`src/rtl/ocr_pkg.sv`:
```
package ocr_pkg;

    typedef enum logic [1:0] {
        SEQ_ARMED   = 2'd0,
        SEQ_BACKOFF = 2'd1,
        SEQ_LOCKED  = 2'd2
    } seq_state_e;

    typedef struct packed {
        logic gate_on;
        logic locked;
    } seq_out_t;

    // bits needed to hold values 0..maxval
    function automatic int val_w(input int maxval);
        return (maxval < 2) ? 1 : $clog2(maxval + 1);
    endfunction

endpackage

```
`src/rtl/ocr_tick.sv`:
```
module ocr_tick #(
    parameter int DIV = 250
) (
    input  logic clk,
    input  logic rst,
    output logic tick_o
);
    import ocr_pkg::*;

    localparam int CW = val_w(DIV - 1);
    localparam logic [CW-1:0] LAST = CW'(DIV - 1);

    logic [CW-1:0] cnt;

    always_ff @(posedge clk) begin
        if (rst || cnt == LAST) cnt <= '0;
        else                    cnt <= cnt + 1'b1;
    end

    assign tick_o = (cnt == LAST);

endmodule

```
`src/rtl/ocr_sync.sv`:
```
module ocr_sync #(
    parameter int STAGES = 2
) (
    input  logic clk,
    input  logic rst,
    input  logic d_i,
    output logic q_o
);
    logic [STAGES-1:0] chain;

    always_ff @(posedge clk) begin
        if (rst) chain <= '0;
        else     chain <= {chain[STAGES-2:0], d_i};
    end

    assign q_o = chain[STAGES-1];

endmodule

```
`src/rtl/ocr_filter.sv`:
```
module ocr_filter #(
    parameter int FILT_TICKS = 5
) (
    input  logic clk,
    input  logic rst,
    input  logic tick_i,
    input  logic en_i,
    input  logic oc_s_i,
    output logic trip_o
);
    import ocr_pkg::*;

    localparam int FW = val_w(FILT_TICKS);
    localparam logic [FW-1:0] FULL = FW'(FILT_TICKS);

    logic [FW-1:0] run;

    always_ff @(posedge clk) begin
        if (rst || !en_i || !oc_s_i) run <= '0;
        else if (tick_i && run != FULL) run <= run + 1'b1;
    end

    assign trip_o = en_i && oc_s_i && tick_i && (run == FULL);

    // a trip needs the synchronized fault already present one cycle earlier
    a_r1_trip_needs_run: assert property (@(posedge clk) disable iff (rst)
        trip_o |-> $past(oc_s_i));

    // a low sample leaves no trip possible in the next cycle
    a_r1_low_restarts: assert property (@(posedge clk) disable iff (rst)
        !oc_s_i |=> !trip_o);

endmodule

```
`src/rtl/ocr_seq.sv`:
```
module ocr_seq #(
    parameter int FILT_TICKS  = 5,
    parameter int RETRY_TICKS = 100000,
    parameter int MAX_RETRY   = 5
) (
    input  logic clk,
    input  logic rst,
    input  logic mrst_i,
    input  logic tick_i,
    input  logic trip_i,
    input  logic pg_i,
    input  logic limit_i,
    output ocr_pkg::seq_out_t out_o
);
    import ocr_pkg::*;

    localparam int TW = val_w(RETRY_TICKS - 1);
    localparam int RW = val_w(MAX_RETRY);
    localparam int SW = val_w(FILT_TICKS);
    localparam logic [TW-1:0] T_LAST = TW'(RETRY_TICKS - 1);
    localparam logic [RW-1:0] R_MAX  = RW'(MAX_RETRY);
    localparam logic [SW-1:0] S_FULL = SW'(FILT_TICKS);

    seq_state_e    state;
    logic [TW-1:0] timer;
    logic [RW-1:0] retries;
    logic [SW-1:0] stable;

    always_ff @(posedge clk) begin
        if (rst || mrst_i) begin
            state   <= SEQ_ARMED;
            timer   <= '0;
            retries <= '0;
            stable  <= '0;
        end else begin
            case (state)
                SEQ_ARMED: begin
                    if (trip_i) begin
                        timer  <= '0;
                        stable <= '0;
                        state  <= (limit_i && retries == R_MAX) ? SEQ_LOCKED
                                                                 : SEQ_BACKOFF;
                    end else if (!pg_i) begin
                        stable <= '0;
                    end else if (tick_i) begin
                        if (stable == S_FULL) retries <= '0;
                        else                  stable  <= stable + 1'b1;
                    end
                end
                SEQ_BACKOFF: begin
                    if (tick_i) begin
                        if (timer == T_LAST) begin
                            timer <= '0;
                            state <= SEQ_ARMED;
                            if (retries != R_MAX) retries <= retries + 1'b1;
                        end else begin
                            timer <= timer + 1'b1;
                        end
                    end
                end
                default: state <= SEQ_LOCKED;
            endcase
        end
    end

    assign out_o.gate_on = (state == SEQ_ARMED) && !mrst_i;
    assign out_o.locked  = (state == SEQ_LOCKED);

    // a trip removes the gate in the following cycle
    a_r2_trip_drops: assert property (@(posedge clk) disable iff (rst)
        trip_i |=> !out_o.gate_on);

    // the back-off timer never runs past its window
    a_r2_timer_bound: assert property (@(posedge clk) disable iff (rst)
        timer <= T_LAST);

    // unlimited mode never produces a new lockout
    a_r4_no_lock: assert property (@(posedge clk) disable iff (rst)
        (!limit_i && !out_o.locked) |=> !out_o.locked);

    // a lockout holds and keeps the gate off until manual reset
    a_r5_lock_holds: assert property (@(posedge clk) disable iff (rst)
        (out_o.locked && !mrst_i) |=> (out_o.locked && !out_o.gate_on));

    // manual reset clears the lockout
    a_r6_mr_clears: assert property (@(posedge clk) disable iff (rst)
        mrst_i |=> !out_o.locked);

endmodule

```
`src/rtl/oc_retry_ctrl.sv`:
```
module oc_retry_ctrl #(
    parameter int TICK_DIV    = 250,
    parameter int FILT_TICKS  = 5,
    parameter int RETRY_TICKS = 100000,
    parameter int MAX_RETRY   = 5
) (
    input  logic clk,
    input  logic rst,
    input  logic mrst_i,
    input  logic oc_i,
    input  logic pg_i,
    input  logic limit_i,
    output logic gate_en_o,
    output logic far_o,
    output logic thr_relax_o
);
    import ocr_pkg::*;

    logic     tick;
    logic     oc_sync;
    logic     trip;
    logic     pg_seen;
    seq_out_t seq_out;

    generate
        if (TICK_DIV > 1) begin : g_div
            ocr_tick #(.DIV(TICK_DIV)) u_tick (
                .clk    (clk),
                .rst    (rst),
                .tick_o (tick)
            );
        end else begin : g_nodiv
            assign tick = 1'b1;
        end
    endgenerate

    ocr_sync #(.STAGES(2)) u_sync (
        .clk (clk),
        .rst (rst),
        .d_i (oc_i),
        .q_o (oc_sync)
    );

    ocr_filter #(.FILT_TICKS(FILT_TICKS)) u_filter (
        .clk    (clk),
        .rst    (rst),
        .tick_i (tick),
        .en_i   (seq_out.gate_on),
        .oc_s_i (oc_sync),
        .trip_o (trip)
    );

    ocr_seq #(
        .FILT_TICKS  (FILT_TICKS),
        .RETRY_TICKS (RETRY_TICKS),
        .MAX_RETRY   (MAX_RETRY)
    ) u_seq (
        .clk     (clk),
        .rst     (rst),
        .mrst_i  (mrst_i),
        .tick_i  (tick),
        .trip_i  (trip),
        .pg_i    (pg_i),
        .limit_i (limit_i),
        .out_o   (seq_out)
    );

    always_ff @(posedge clk) begin
        if (rst || mrst_i) pg_seen <= 1'b0;
        else if (pg_i)     pg_seen <= 1'b1;
    end

    assign gate_en_o   = seq_out.gate_on;
    assign far_o       = seq_out.locked;
    assign thr_relax_o = !pg_seen;

    // the normal threshold, once chosen, stays until a reset
    a_r7_sticky: assert property (@(posedge clk) disable iff (rst)
        (!thr_relax_o && !mrst_i) |=> !thr_relax_o);

    // the switch to the normal threshold is caused by power-good
    a_r7_needs_pg: assert property (@(posedge clk) disable iff (rst)
        $fell(thr_relax_o) |-> $past(pg_i));

    // a lockout never coexists with an enabled gate
    a_r5_far_gate: assert property (@(posedge clk) disable iff (rst)
        far_o |-> !gate_en_o);

endmodule

```
`config.mk`:
```
export PLATFORM = sky130hd
export DESIGN_NAME = oc_retry_ctrl
export DESIGN_NICKNAME = d
export VERILOG_FILES = /design/src/rtl/ocr_pkg.sv /design/src/rtl/ocr_tick.sv /design/src/rtl/ocr_sync.sv /design/src/rtl/ocr_filter.sv /design/src/rtl/ocr_seq.sv /design/src/rtl/oc_retry_ctrl.sv
export SDC_FILE = /design/constraint.sdc
export NUM_CORES = 1
export LEC_CHECK = 0
export BUFFER_PORTS_ARGS = -buffer_cell sky130_fd_sc_hd__buf_4
export CAP_MARGIN = 20
export CELL_PAD_IN_SITES_DETAIL_PLACEMENT = 0
export CELL_PAD_IN_SITES_GLOBAL_PLACEMENT = 2
export CORE_MARGIN = 5
export CORE_UTILIZATION = 38
export DETAILED_ROUTE_END_ITERATION = 6
export GPL_TIMING_DRIVEN = 0
export PLACE_DENSITY_LB_ADDON = 0.1
export RECOVER_POWER = 50
export SKIP_LAST_GASP = 1
export SLEW_MARGIN = 40
export SYNTH_ARGS = -nofsm -noshare
export SYNTH_HDL_FRONTEND = slang
export SYNTH_SLANG_ARGS = --single-unit
export TNS_END_PERCENT = 30
```
`constraint.sdc`:
```
create_clock -name clk -period 2.5 [get_ports clk]
set_clock_uncertainty 0.2 [all_clocks]
set_input_delay 0.25 -clock clk [delete_from_list [all_inputs] [get_ports clk]]
set_output_delay 0.25 -clock clk [all_outputs]
set_load 0.01 [all_outputs]
```
==> flow_summary_export.csv <==
group,metric,value,unit
detailed_routing,vias_per_cell,5.127,
detailed_routing,drc,0,
floorplanning,die_y,83.69,um
global_routing,grt_pass1_vias,1595,
critical_path,max_stage_delay,0.64,ns
sta,hold_viol,0,
clocking,cts_hold_buf,3,
detailed_routing,drtAntennaViolNets,0,
final_layout,syn_to_final_growth,11.52,%
sta,slew_headroom,51.77,%
clocking,cts-root-buf,"clkbuf_8",
global_routing,grt_overflow,0,
critical_path,cp_cell_sequence,"ha_1 -> nand4_1 -> nor4_1 -> or3b_1 -> a21oi_1",
sta,fmax,0.4475,GHz
clocking,cts.path.max_buffers,2,
global_routing,grtUsageTotal,13.71,%
placement,portBuffers,8,
run_status,status,"finished clean",
yosys,synth_area_leaders,"dfxtp_1 (38%), nor2_1 (6.7%), ha_1 (5.5%)",
yosys,avgSynthCellArea,8.817,um2
detailed_routing,drtIter0Drc,97,
final_layout,diodes,0,
sta,fin_ws,0.2654,ns
placement,place_congestion,0.8235,
global_routing,antenna_found_initial,0,
floorplanning,die_w,83.69,um
sta,rsz0062_at_grt,"no",
detailed_routing,wl,4530,um
clocking,cts_resized,0,
floorplanning,rows,26,
yosys,synth_largest_area_cell,"dfxtp_1",
detailed_routing,vias,1656,
run,cap_viol_max_count,0,
placement,dpl.hpwl,3326,um
critical_path,worstPathMaxFanout,4,
sta,finalSetupTns,0,ns
critical_path,path_buf_inv,0,
critical_path,endpoint,"u_seq.timer[12]",
final_layout,num-nets-final,267,
sta,worst_pin_slew,0.7169,ns
yosys,ys_warn_count,0,
critical_path,r2r-start,"u_seq.timer[0]",
critical_path,reg2reg_depth,5,
placement,pre_cts_ws,0.2244,ns
yosys,synth_seq_area_share,37.84,%
detailed_routing,route.detailed.wl_per_inst,14.02,um
critical_path,end_kind,"register",
floorplanning,start_util,39.64,%
critical_path,ff2ff_setup_slack,0.27,ns
floorplanning,core_area,0.005205,mm2
sta,period_needed,2.235,ns
min_path,hp-class,"in -> reg",
critical_path,critPathSlowestCell,"nor4_1",
yosys,async_reset_ff_share,0,%
critical_path,timing.rr.end,"u_seq.timer[12]",
critical_path,worstSetupPathType,"reg -> reg",
final_layout,layout_common_cells,"dfxtp_1 (39), nor2_1 (37), nand2_1 (18), nand4_1 (11), a21oi_1 (11)",
clocking,htree_levels,2,
critical_path,cp-start-kind,"register",
final_layout,layout-drive-gt1-share,10.28,%
power_and_ir_drop,leakage,0.8136,nW
global_routing,grt_max_degree,13,
global_routing,grt_pass1_wl,7797,um
critical_path,cp_num_cells,5,
floorplanning,ios,9,
floorplanning,die_area,0.007003,mm2
power_and_ir_drop,peakVddDrop,0.0003215,V
critical_path,critPathTopFamily,"simple AND/OR/NAND/NOR gates",
yosys,synth_edf_count,0,
sta,post-route-period-util,89.39,%
final_layout,final_common_cell,"dfxtp_1",
sta,maxSlewViolCount,0,
clocking,clk_pin_slew,0.08,ns
yosys,synth_top_cell_area_share,37.84,%
yosys,syn_area,0.002063,mm2
detailed_routing,firstDrtPassIters,4,
min_path,min_path_cells,3,
critical_path,arrival,2.26,ns
critical_path,required,2.52,ns
clocking,cts_tree,"yes",
yosys,ys_ff_latch,39,
sta,finalSetupViolations,0,
clocking,cts_made_buffers,5,
power_and_ir_drop,p_per_area,479.4,mW/mm2
clocking,cts_setup_buffers,0,
yosys,mappedNetlistNets,249,
yosys,synth_cells,234,
critical_path,crit_start,"u_seq.timer[0]",
yosys,synthFlopType,"dfxtp_1",
yosys,yosysUniqueCellTypes,53,
clocking,clock-sinks,39,
clocking,clk_latency,0.29,ns
power by group:
group          leakage [nW]  switching, mW  internal (mW)
sequential            0.315        0.00552          0.627
clock                0.0412          0.230          0.195
combinational         0.457         0.0248         0.0201
cell type report:
class	count	area, um2
Clock buffer	6	72.57
Clock inverter	2	12.51
Multi-Input combinational cell	182	1221
Sequential cell	39	780.7
Tap cell	70	87.58
Buffer	5	21.27
Inverter	8	30.03
Timing Repair Buffer	11	75.07
Fill cell	545	2904
worst min-delay path: cells and delay by family:
family	cells	cell delay, ns
AOI/OAI and AO/OA	1	0.10
and+or+nand+nor	1	0.07
buffers and inverters	1	0.10
through the flow:
| stage | cell area, um2 | power, mW | std cells | hold slack, ns | utilization [%] |
|---|---|---|---|---|---|
| 2_1_floorplan | 2063 | 0.6722 | 234 | 0.1216 | - |
| 3_3_place_gp | 2211 | 0.6912 | 312 | 0.2285 | 42.48 |
| 3_5_place_dp | 2211 | 0.6914 | 312 | 0.2313 | 42.48 |
| 4_1_cts | 2326 | 1.125 | 323 | 0.06464 | 44.69 |
| 5_1_grt | 2301 | 1.166 | 323 | 0.07996 | 44.21 |
| 6_report | 2301 | 1.103 | 323 | 0.06938 | 44.21 |
cells in the mapped netlist, types with 2 or more instances:
cell type,n
nor2_1,37
a211oi_1,3
and4_1,2
ha_1,9
nand4_1,11
clkbuf_1,3
nor3_1,7
nand3_1,9
or2_2,2
and3_1,3
xnor2_1,6
and4bb_2,2
a31oi_1,3
nor4_1,3
xor2_1,10
dfxtp_1,39
nor2b_1,5
nand2b_1,2
a211oi_2,2
nand2_1,18
a21oi_1,11
or3_1,2
o21ai_0,5
buf_2,2
nand3b_1,3
inv_1,8
state kept, by name, summed over array words and instances (netlist names):
register and flops:
u_seq.retries 3, u_seq.stable 3, u_seq.state 2, u_seq.timer 17, u_filter.run 3, g_div.u_tick.cnt 8
u_sync.chain 2, pg_seen 1
how the worst min path moves through the flow:
stage / from / to / slack, ns
2_1_floorplan: rst / u_sync.chain[0] / 0.12
4_1_cts: mrst_i / u_seq.state[0] / 0.06
5_1_grt: mrst_i / u_seq.state[0] / 0.08
3_5_place_dp: u_sync.chain[0] / u_sync.chain[1] / 0.23
3_3_place_gp: u_sync.chain[0] / u_sync.chain[1] / 0.23
6_report: mrst_i / u_seq.state[0] / 0.07
cell families (layout without fill, tap and decap cells):
family / after synthesis / in the layout / share of synthesized area [%]
compound gates: 35 / 35 / 12.37
fa+ha+maj: 9 / 9 / 5.458
buf+inv: 13 / 32 / 2.486
flops: 39 / 39 / 37.84
mux: 2 / 2 / 1.031
xor+xnor: 16 / 16 / 6.792
simple gates: 120 / 120 / 34.02
per-layer routing:
layer	part of all wire, %	global-route usage [%]	up-vias
met3	2.8	3.159	5
met2	44	20.68	16
met1	53	19.41	765
li1	-	-	870
met4	0.99	3.947	0
met5	0	0	-
(Power assumes the default switching activity.)
